[config.mk]
export PLATFORM = sky130hd
export DESIGN_NAME = gpio_alarm_port
export DESIGN_NICKNAME = d
export VERILOG_FILES = /design/src/rtl/gpio_alarm_pkg.sv /design/src/rtl/gpio_cmd_decode.sv /design/src/rtl/gpio_in_sync.sv /design/src/rtl/gpio_port_regs.sv /design/src/rtl/gpio_alarm_unit.sv /design/src/rtl/gpio_alarm_port.sv
export SDC_FILE = /design/constraint.sdc
export NUM_CORES = 1
export LEC_CHECK = 0
export BUFFER_PORTS_ARGS = -buffer_cell sky130_fd_sc_hd__buf_2
export CORE_ASPECT_RATIO = 2
export CORE_UTILIZATION = 50
export DETAILED_ROUTE_END_ITERATION = 6
export GPL_ROUTABILITY_DRIVEN = 0
export PLACE_DENSITY = 0.75
export SYNTH_ARGS = -nofsm -noshare
export SYNTH_HDL_FRONTEND = slang
export SYNTH_SLANG_ARGS = --single-unit
[constraint.sdc]
create_clock -name clk_i -period 3.46 [get_ports clk_i]
set_input_delay 0.692 -clock clk_i [delete_from_list [all_inputs] [get_ports clk_i]]
set_output_delay 0.692 -clock clk_i [all_outputs]
set_load 0.1 [all_outputs]
[src/rtl/gpio_alarm_pkg.sv]
package gpio_alarm_pkg;

  typedef enum logic [3:0] {
    OP_NOP     = 4'h0,
    OP_SET     = 4'h1,
    OP_CLR     = 4'h2,
    OP_ARM_HI  = 4'h3,
    OP_ARM_LO  = 4'h4,
    OP_DISARM  = 4'h5,
    OP_MK_IN   = 4'h6,
    OP_MK_OUT  = 4'h7,
    OP_RD_IN   = 4'h8,
    OP_RD_OUT  = 4'h9
  } gpio_op_e;

  typedef struct packed {
    logic set;
    logic clr;
    logic arm_hi;
    logic arm_lo;
    logic disarm;
    logic mk_in;
    logic mk_out;
    logic rd_in;
    logic rd_out;
  } gpio_cmd_t;

endpackage

[src/rtl/gpio_cmd_decode.sv]
module gpio_cmd_decode
  import gpio_alarm_pkg::*;
(
  input  logic       valid_i,
  input  logic [3:0] op_i,
  output gpio_cmd_t  cmd_o
);

  always_comb begin
    cmd_o = '0;
    if (valid_i) begin
      case (op_i)
        OP_SET:    cmd_o.set    = 1'b1;
        OP_CLR:    cmd_o.clr    = 1'b1;
        OP_ARM_HI: cmd_o.arm_hi = 1'b1;
        OP_ARM_LO: cmd_o.arm_lo = 1'b1;
        OP_DISARM: cmd_o.disarm = 1'b1;
        OP_MK_IN:  cmd_o.mk_in  = 1'b1;
        OP_MK_OUT: cmd_o.mk_out = 1'b1;
        OP_RD_IN:  cmd_o.rd_in  = 1'b1;
        OP_RD_OUT: cmd_o.rd_out = 1'b1;
        default:   cmd_o = '0;
      endcase
    end
  end

  // at most one strobe per cycle
  always_comb a_r11_onehot: assert ($onehot0(cmd_o));

endmodule

[src/rtl/gpio_in_sync.sv]
module gpio_in_sync #(
  parameter int WIDTH  = 32,
  parameter int STAGES = 2
) (
  input  logic             clk_i,
  input  logic             rst_ni,
  input  logic [WIDTH-1:0] pin_i,
  output logic [WIDTH-1:0] sync_o
);

  logic [STAGES-1:0][WIDTH-1:0] stage_q;

  always_ff @(posedge clk_i or negedge rst_ni) begin
    if (!rst_ni) begin
      stage_q <= '0;
    end else begin
      stage_q[0] <= pin_i;
      for (int s = 1; s < STAGES; s++) stage_q[s] <= stage_q[s-1];
    end
  end

  assign sync_o = stage_q[STAGES-1];

endmodule

[src/rtl/gpio_port_regs.sv]
module gpio_port_regs #(
  parameter int WIDTH = 32
) (
  input  logic             clk_i,
  input  logic             rst_ni,
  input  logic             set_i,
  input  logic             clr_i,
  input  logic             mk_in_i,
  input  logic             mk_out_i,
  input  logic             rd_in_i,
  input  logic             rd_out_i,
  input  logic [WIDTH-1:0] mask_i,
  input  logic [WIDTH-1:0] sync_i,
  output logic [WIDTH-1:0] shadow_o,
  output logic [WIDTH-1:0] dir_o,
  output logic [WIDTH-1:0] rd_data_o,
  output logic             rd_valid_o
);

  logic [WIDTH-1:0] shadow_q, dir_q, rd_data_q;
  logic             rd_valid_q;
  logic             ret_in, ret_out;

  assign ret_in  = rd_in_i | mk_in_i;
  assign ret_out = rd_out_i | mk_out_i;

  always_ff @(posedge clk_i or negedge rst_ni) begin
    if (!rst_ni) begin
      shadow_q <= '0;
    end else if (set_i) begin
      shadow_q <= shadow_q | mask_i;
    end else if (clr_i) begin
      shadow_q <= shadow_q & ~mask_i;
    end
  end

  always_ff @(posedge clk_i or negedge rst_ni) begin
    if (!rst_ni) begin
      dir_q <= '0;
    end else if (mk_out_i) begin
      dir_q <= dir_q | mask_i;
    end else if (mk_in_i) begin
      dir_q <= dir_q & ~mask_i;
    end
  end

  // result reflects state held at the accepting edge
  always_ff @(posedge clk_i or negedge rst_ni) begin
    if (!rst_ni) begin
      rd_data_q  <= '0;
      rd_valid_q <= 1'b0;
    end else begin
      rd_valid_q <= ret_in | ret_out;
      if (ret_in)       rd_data_q <= sync_i;
      else if (ret_out) rd_data_q <= shadow_q;
    end
  end

  assign shadow_o   = shadow_q;
  assign dir_o      = dir_q;
  assign rd_data_o  = rd_data_q;
  assign rd_valid_o = rd_valid_q;

  a_r2_set_forces_one: assert property (@(posedge clk_i) disable iff (!rst_ni)
    set_i |=> ((shadow_q & $past(mask_i)) == $past(mask_i)));
  a_r3_clr_forces_zero: assert property (@(posedge clk_i) disable iff (!rst_ni)
    clr_i |=> ((shadow_q & $past(mask_i)) == '0));
  a_r4_mk_out_dir: assert property (@(posedge clk_i) disable iff (!rst_ni)
    mk_out_i |=> ((dir_q & $past(mask_i)) == $past(mask_i)));
  a_r4_mk_in_dir: assert property (@(posedge clk_i) disable iff (!rst_ni)
    mk_in_i |=> ((dir_q & $past(mask_i)) == '0));
  a_r6_valid_pulse: assert property (@(posedge clk_i) disable iff (!rst_ni)
    (rd_in_i | rd_out_i | mk_in_i | mk_out_i) |=> rd_valid_q);
  a_r6_no_spurious_valid: assert property (@(posedge clk_i) disable iff (!rst_ni)
    !(rd_in_i | rd_out_i | mk_in_i | mk_out_i) |=> !rd_valid_q);
  a_r6_rd_out_data: assert property (@(posedge clk_i) disable iff (!rst_ni)
    rd_out_i |=> (rd_data_q == $past(shadow_q)));
  a_r6_hold_data: assert property (@(posedge clk_i) disable iff (!rst_ni)
    !(rd_in_i | rd_out_i | mk_in_i | mk_out_i) |=> $stable(rd_data_q));

endmodule

[src/rtl/gpio_alarm_unit.sv]
module gpio_alarm_unit #(
  parameter int WIDTH = 32
) (
  input  logic             clk_i,
  input  logic             rst_ni,
  input  logic             arm_hi_i,
  input  logic             arm_lo_i,
  input  logic             disarm_i,
  input  logic [WIDTH-1:0] mask_i,
  input  logic [WIDTH-1:0] sync_i,
  output logic [WIDTH-1:0] alarm_bits_o,
  output logic             alarm_o
);

  logic [WIDTH-1:0] arm_hi_q, arm_lo_q;

  // one polarity per bit: arming one side drops the other
  always_ff @(posedge clk_i or negedge rst_ni) begin
    if (!rst_ni) begin
      arm_hi_q <= '0;
      arm_lo_q <= '0;
    end else if (arm_hi_i) begin
      arm_hi_q <= arm_hi_q | mask_i;
      arm_lo_q <= arm_lo_q & ~mask_i;
    end else if (arm_lo_i) begin
      arm_lo_q <= arm_lo_q | mask_i;
      arm_hi_q <= arm_hi_q & ~mask_i;
    end else if (disarm_i) begin
      arm_hi_q <= arm_hi_q & ~mask_i;
      arm_lo_q <= arm_lo_q & ~mask_i;
    end
  end

  for (genvar b = 0; b < WIDTH; b++) begin : g_bit
    assign alarm_bits_o[b] = (arm_hi_q[b] & sync_i[b]) | (arm_lo_q[b] & ~sync_i[b]);
  end

  assign alarm_o = |alarm_bits_o;

  a_r8_one_polarity: assert property (@(posedge clk_i) disable iff (!rst_ni)
    (arm_hi_q & arm_lo_q) == '0);
  a_r8_arm_hi_takes: assert property (@(posedge clk_i) disable iff (!rst_ni)
    arm_hi_i |=> ((arm_hi_q & $past(mask_i)) == $past(mask_i)));
  a_r9_disarm_clears: assert property (@(posedge clk_i) disable iff (!rst_ni)
    disarm_i |=> (((arm_hi_q | arm_lo_q) & $past(mask_i)) == '0));
  a_r10_alarm_needs_arm: assert property (@(posedge clk_i) disable iff (!rst_ni)
    alarm_o |-> ((arm_hi_q | arm_lo_q) != '0));

endmodule

[src/rtl/gpio_alarm_port.sv]
module gpio_alarm_port
  import gpio_alarm_pkg::*;
#(
  parameter int WIDTH       = 32,
  parameter int SYNC_STAGES = 2
) (
  input  logic             clk_i,
  input  logic             rst_ni,
  input  logic             cmd_valid_i,
  input  logic [3:0]       cmd_op_i,
  input  logic [WIDTH-1:0] cmd_data_i,
  input  logic [WIDTH-1:0] pin_i,
  output logic [WIDTH-1:0] pin_o,
  output logic [WIDTH-1:0] pin_oe_o,
  output logic [WIDTH-1:0] rd_data_o,
  output logic             rd_valid_o,
  output logic [WIDTH-1:0] alarm_bits_o,
  output logic             alarm_o
);

  gpio_cmd_t        cmd;
  logic [WIDTH-1:0] pin_sync;

  gpio_cmd_decode u_decode (
    .valid_i (cmd_valid_i),
    .op_i    (cmd_op_i),
    .cmd_o   (cmd)
  );

  gpio_in_sync #(.WIDTH(WIDTH), .STAGES(SYNC_STAGES)) u_sync (
    .clk_i  (clk_i),
    .rst_ni (rst_ni),
    .pin_i  (pin_i),
    .sync_o (pin_sync)
  );

  gpio_port_regs #(.WIDTH(WIDTH)) u_regs (
    .clk_i      (clk_i),
    .rst_ni     (rst_ni),
    .set_i      (cmd.set),
    .clr_i      (cmd.clr),
    .mk_in_i    (cmd.mk_in),
    .mk_out_i   (cmd.mk_out),
    .rd_in_i    (cmd.rd_in),
    .rd_out_i   (cmd.rd_out),
    .mask_i     (cmd_data_i),
    .sync_i     (pin_sync),
    .shadow_o   (pin_o),
    .dir_o      (pin_oe_o),
    .rd_data_o  (rd_data_o),
    .rd_valid_o (rd_valid_o)
  );

  gpio_alarm_unit #(.WIDTH(WIDTH)) u_alarm (
    .clk_i        (clk_i),
    .rst_ni       (rst_ni),
    .arm_hi_i     (cmd.arm_hi),
    .arm_lo_i     (cmd.arm_lo),
    .disarm_i     (cmd.disarm),
    .mask_i       (cmd_data_i),
    .sync_i       (pin_sync),
    .alarm_bits_o (alarm_bits_o),
    .alarm_o      (alarm_o)
  );

  a_r11_invalid_keeps_port: assert property (@(posedge clk_i) disable iff (!rst_ni)
    (!cmd_valid_i || cmd_op_i == 4'h0 || cmd_op_i >= 4'hA)
      |=> ($stable(pin_o) && $stable(pin_oe_o) && !rd_valid_o));

endmodule

* After elaboration in Yosys (flattened, before gate mapping)
Index checks and enable logic that the tools add are counted.
** Operators by class
- Add/sub/neg operators :: 0
- $mul :: 0
- Div/mod/pow operators :: 0
- Magnitude comparators :: 0
- Eq/ne operators :: 9
- Shift-type cells :: 0
- Muxes and demuxes :: 22
- Bitwise gates (word level) :: 140
- Reduce and logical (&&, ||, !) cells :: 5
** Operators by type and width (count)
- 32-bit 2-to-1 mux :: 12
- 32-bit bitwise AND :: 4
- 32-bit OR :: 4
- 1-bit bitwise AND :: 64
- 1-bit OR :: 35
- 1-bit inverter :: 32
- 32-bit inverter :: 1
- 32-bit OR reduction :: 1
- 4-bit by 3-bit equality test with 1-bit output, second input constant :: 4
- 1-bit 2-to-1 mux :: 9
- 9-bit 2-to-1 mux :: 1
- 4-bit by 2-bit equality test with 1-bit output, second input constant :: 2
- 4-bit equality test, second input constant :: 2
- 2-bit nonzero test :: 3
- 4-bit by 1-bit equality test with 1-bit output, second input constant :: 1
- 3-bit nonzero test :: 1
** Word-level totals
- Register bits :: 225
- Latch bits :: 0
- Bits in writable memories :: 0
- Memory bits (read-only) :: 0
- Input bits :: 71
- Output and inout bits :: 130
- Memories kept :: 0

* Logic depth before layout (Yosys ltp)
- Depth in word-level cells :: 6
- Mapped depth :: 7
- Gate-level depth less buffers :: 4

* Hierarchy
Synthesis repeated with hierarchy kept, for this count alone.
** Unflattened totals
- Cell total of the unflattened synthesis :: 721
- Area total of the unflattened synthesis :: 9156.3 µm²
** Modules (own cells, without submodules)
- gpio_port_regs :: times used 1, cells an instance 393, area each 4391.7 µm²
- gpio_alarm_unit :: times used 1, cells an instance 217, area each 2846.5 µm²
- gpio_in_sync :: times used 1, cells an instance 96, area each 1841.8 µm²
- gpio_cmd_decode :: times used 1, cells an instance 15, area each 76.3 µm²

* Worst setup path before layout
OpenSTA, ideal clock, no wires.
- Path type :: register to output
- Start :: register u_sync.stage_q, in the netlist u_sync.sync_o[7]
- End :: output port alarm_o
- Arrival time :: 1836 ps
- Data required time :: 2768 ps
- Slack :: 932 ps
- Stages on the path, launching flop included :: 5
- Buffers on the path :: 0
- Path through :: dfrtp_1 -> mux2_2 -> nor4_1 -> nand4_1 -> or2_2
** On the way
- Word-level cells in the longest chain between the ends :: 4
- Elaborated cells on any way between the ends :: 5
- Those cells by class :: 4 x bitwise; 1 x reduce/logical
** Ends and longest elaborated chain
- from (decl) :: RTL line gpio_in_sync.sv:11 : logic [STAGES-1:0][WIDTH-1:0] stage_q;
- 1-bit inverter :: RTL line gpio_alarm_unit.sv:35 : assign alarm_bits_o[b] = (arm_hi_q[b] & sync_i[b]) | (arm_lo_q[b] & ~sync_i[b]);
- 1-bit bitwise AND :: RTL line gpio_alarm_unit.sv:35
- 1-bit OR (*) :: RTL line gpio_alarm_unit.sv:35
- named net alarm_bits_o[7] :: RTL line gpio_alarm_port.sv:17 : output logic [WIDTH-1:0] alarm_bits_o,
- 32-bit OR reduction (*) :: RTL line gpio_alarm_unit.sv:38 : assign alarm_o = |alarm_bits_o;
- to (decl) :: RTL line gpio_alarm_port.sv:18 : output logic alarm_o
The timed path passes the listed nets; every way through them passes the cells marked *.

* Worst setup path after layout
- Start :: register u_sync.stage_q, in the netlist u_sync.sync_o[25]
- End :: output port alarm_o
** On the way
- Word-level cells in the longest chain between the ends :: 4
- Elaborated cells on any way between the ends :: 5
- Those cells by class :: 4 x bitwise; 1 x reduce/logical
** Ends and longest elaborated chain (RTL line)
- 1-bit inverter :: gpio_alarm_unit.sv:35
- 1-bit bitwise AND :: gpio_alarm_unit.sv:35
- 1-bit OR (*) :: gpio_alarm_unit.sv:35
- 32-bit OR reduction (*) :: gpio_alarm_unit.sv:38
Mark *: on every way between the ends. The rest lies on a longest branch, timed or not.

==> out/results.txt <==
Status = finished clean
Slew Limit Fails = 0
Critical path peak fanout = 2
Fin. Hold Viols = 0
CTS Hold Bufs = 0
Syn Inst Count = 709
Commonest register cell after synthesis = dfrtp_1
Clock Skew = 4.324 ps
Clk buf depth = 3
Worst-path clk slew = 60 ps
Row count = 68
CTS Buf Count = 21
Slew HR = 0.3625
Setup CP Type = reg -> out
Setup WS pre-CTS = 368.8 ps
Syn_nets = 780
Synth cell types = 28
CTS tree = built
CP Buf/Inv Count = 1
Clk Latency, worst-skew pair = 490 ps
Count leader, synth = dfrtp_1
Non-filler cells, final = 1133
Clock root buffer = clkbuf_16
Crit path required time = 2770 ps
RSZ-0062 raised after global routing = false
Clock sinks = 225
P&R area growth vs syn = 21.69%
Die Wd = 95.86 um
FF+latch count, synth = 225
CP endpoint kind = output port
Nets = 979
Tightest Hold Check Type = in -> async
DR vias/cell = 5.583
CP max-delay cell = nor4_2
Final ANT Viol Nets = 0
Tot Pwr = 9.336 mW
Port Buffers = 200
IO Count = 201
Synthesized area = 8808 sq um
EDFF count, synth = 0
Core Region = 17270 sq um
Asr flop ratio synth = 1.000
Setup TNS = 0 ps
Drt drc = 0
Tightest Pin Transition = 956.3 ps
Critical Path AT = 2600 ps
Leakage = 5.336 nW
Area of the die = 18180 sq um
Final WL = 22420 um
Top-area cell type share of the netlist area = 0.6392
Mean post-synth cell area = 12.42 sq um
Total GRT Usage = 0.2532
Post-DP Area = 10070 sq um
P_int = 4.957 mW
WL/cell = 19.78 um
Ys Warns = 0
Comb pwr share = 0.409
Global-route wire length before repair = 34400 um
Seq pwr share = 0.360
Layout cells sized above 1 = 0.3370
Worst VDD drop = 0.7950 mV
Vias = 6325
Die span in y = 189.7 um
Final instance area = 10720 sq um
Ordered list of cells on the worst path = mux2_2 > nor4_2 > nand4_1 > or2_2 > buf_2
Setup ws final = 165.6 ps
Post-Route Utilization = 0.6206
Vias in the first global route = 6420
Fmax = 0.3035 GHz
Final setup violation count = 0
List of most frequent post-synthesis cells = dfrtp_1, nand2_1, a22o_1
Synth area leaders = dfrtp_1, mux2_2, a22o_1, nand2_1, mux2i_1
Pwr dens = 870.9 nW/um^2
WHS = 172.8 ps
Period minus WS final = 3294 ps
Switching Fraction = 0.4690
Initial detailed-routing violation count = 288
Placed Cells = 1095
First drt pass iteration count = 5
Sw power = 4.379 mW
Final worst path period share = 0.9522
Antenna violations before repair = 3
Pin count of the biggest net entering global routing = 76
Crit path max-delay family = simple AND/OR/NAND/NOR gates
GR Overflow Total = 0
Setup crit start kind = flop
H-tree Lvls = 1
Post-DP HPWL = 14920 um
Crit-path max cell delay = 510 ps
Seq/Total Area, Yosys = 0.6392
Crit path launch = u_sync.sync_o[25]$_DFF_PN0_
Starting Density = 0.5100
Synth area leader = dfrtp_1
Clock share of power = 0.231
MaxCap Viol Count = 0
## power groups by stage
stage | combinational (mW) | clock [mW] | sequential [mW]
2_1_floorplan | 1.26 | 0 | 5.28
3_3_place_gp | 3.80 | 0 | 3.38
3_5_place_dp | 3.83 | 0 | 3.40
4_1_cts | 3.84 | 2.20 | 3.36
5_1_grt | 3.95 | 2.30 | 3.41
6_report | 3.82 | 2.16 | 3.36
## timing repair
item / CTS / global route
resized for setup: 1 / 0
setup endpoints to repair: 1 / 0
buffers inserted: 0 / 0
## layout make-up
cell class,count,area (sq um)
fill,1424,6553
sequential,225,5630
multi-input combinational,410,2907
timing repair buffer,217,1154
clock buffer,32,616.8
tap,210,262.8
inverter,33,123.9
clock inverter,3,17.52
antenna,3,7.507
## cell families (layout without fill, tap and decap cells)
group                  after synthesis  after routing  synth area share
buffers and inverters               74            285           0.03778
flip-flops                         225            225            0.6392
AND/OR/NAND/NOR                    152            152           0.07600
multiplexers                        96             96            0.1182
AO/OA/AOI/OAI                      162            162            0.1288
other                                0              3                 0
## worst reg2reg max path: cells and delay by family, from the launching register on
kind | cells | cell delay [ps]
mux | 1 | 210
flops | 1 | 420
compound gates | 1 | 100
## worst paths after layout
path / slack [ps] / cells after the start / to
max in group asynchronous: 2440 / 2 / u_sync.sync_o[29]$_DFF_PN0_
worst min-delay path: 170 / 1 / u_sync.stage_q[19]$_DFF_PN0_
worst max-delay path: 170 / 5 / alarm_o
min in group clk_i: 310 / 1 / u_sync.stage_q[26]$_DFF_PN0_
worst min register to register: 350 / 0 / u_sync.sync_o[6]$_DFF_PN0_
worst max register to register: 2580 / 2 / u_regs.rd_data_o[27]$_DFFE_PN0P_
## per-layer routing
| metal | vias up | track usage | wire, um |
|---|---|---|---|
| li1 | 2882 | - | - |
| met1 | 3136 | 0.2936 | 8280 |
| met2 | 252 | 0.4464 | 11930 |
| met3 | 55 | 0.03477 | 1197 |
| met4 | 0 | 0.1269 | 1004 |
| met5 | - | 0 | 0 |
## placed cells by master (no fill, tap or decap), drive strengths merged
cell and instances:
mux2i 32, clkinv 2, nand3b 1, o21ai 65, buf 217, nor3 2, nand2 130, inv 33
nor4b 2, a22o 64, mux2 64, nand2b 2, diode 3, clkinvlp 1, nand4 2, nor4 8
a22oi 32, clkbuf 32, nor2 1, and3b 1, a21oi 1, dfrtp 225, or2 1, nor3b 1
nor2b 1
(Power assumes the default switching activity.)
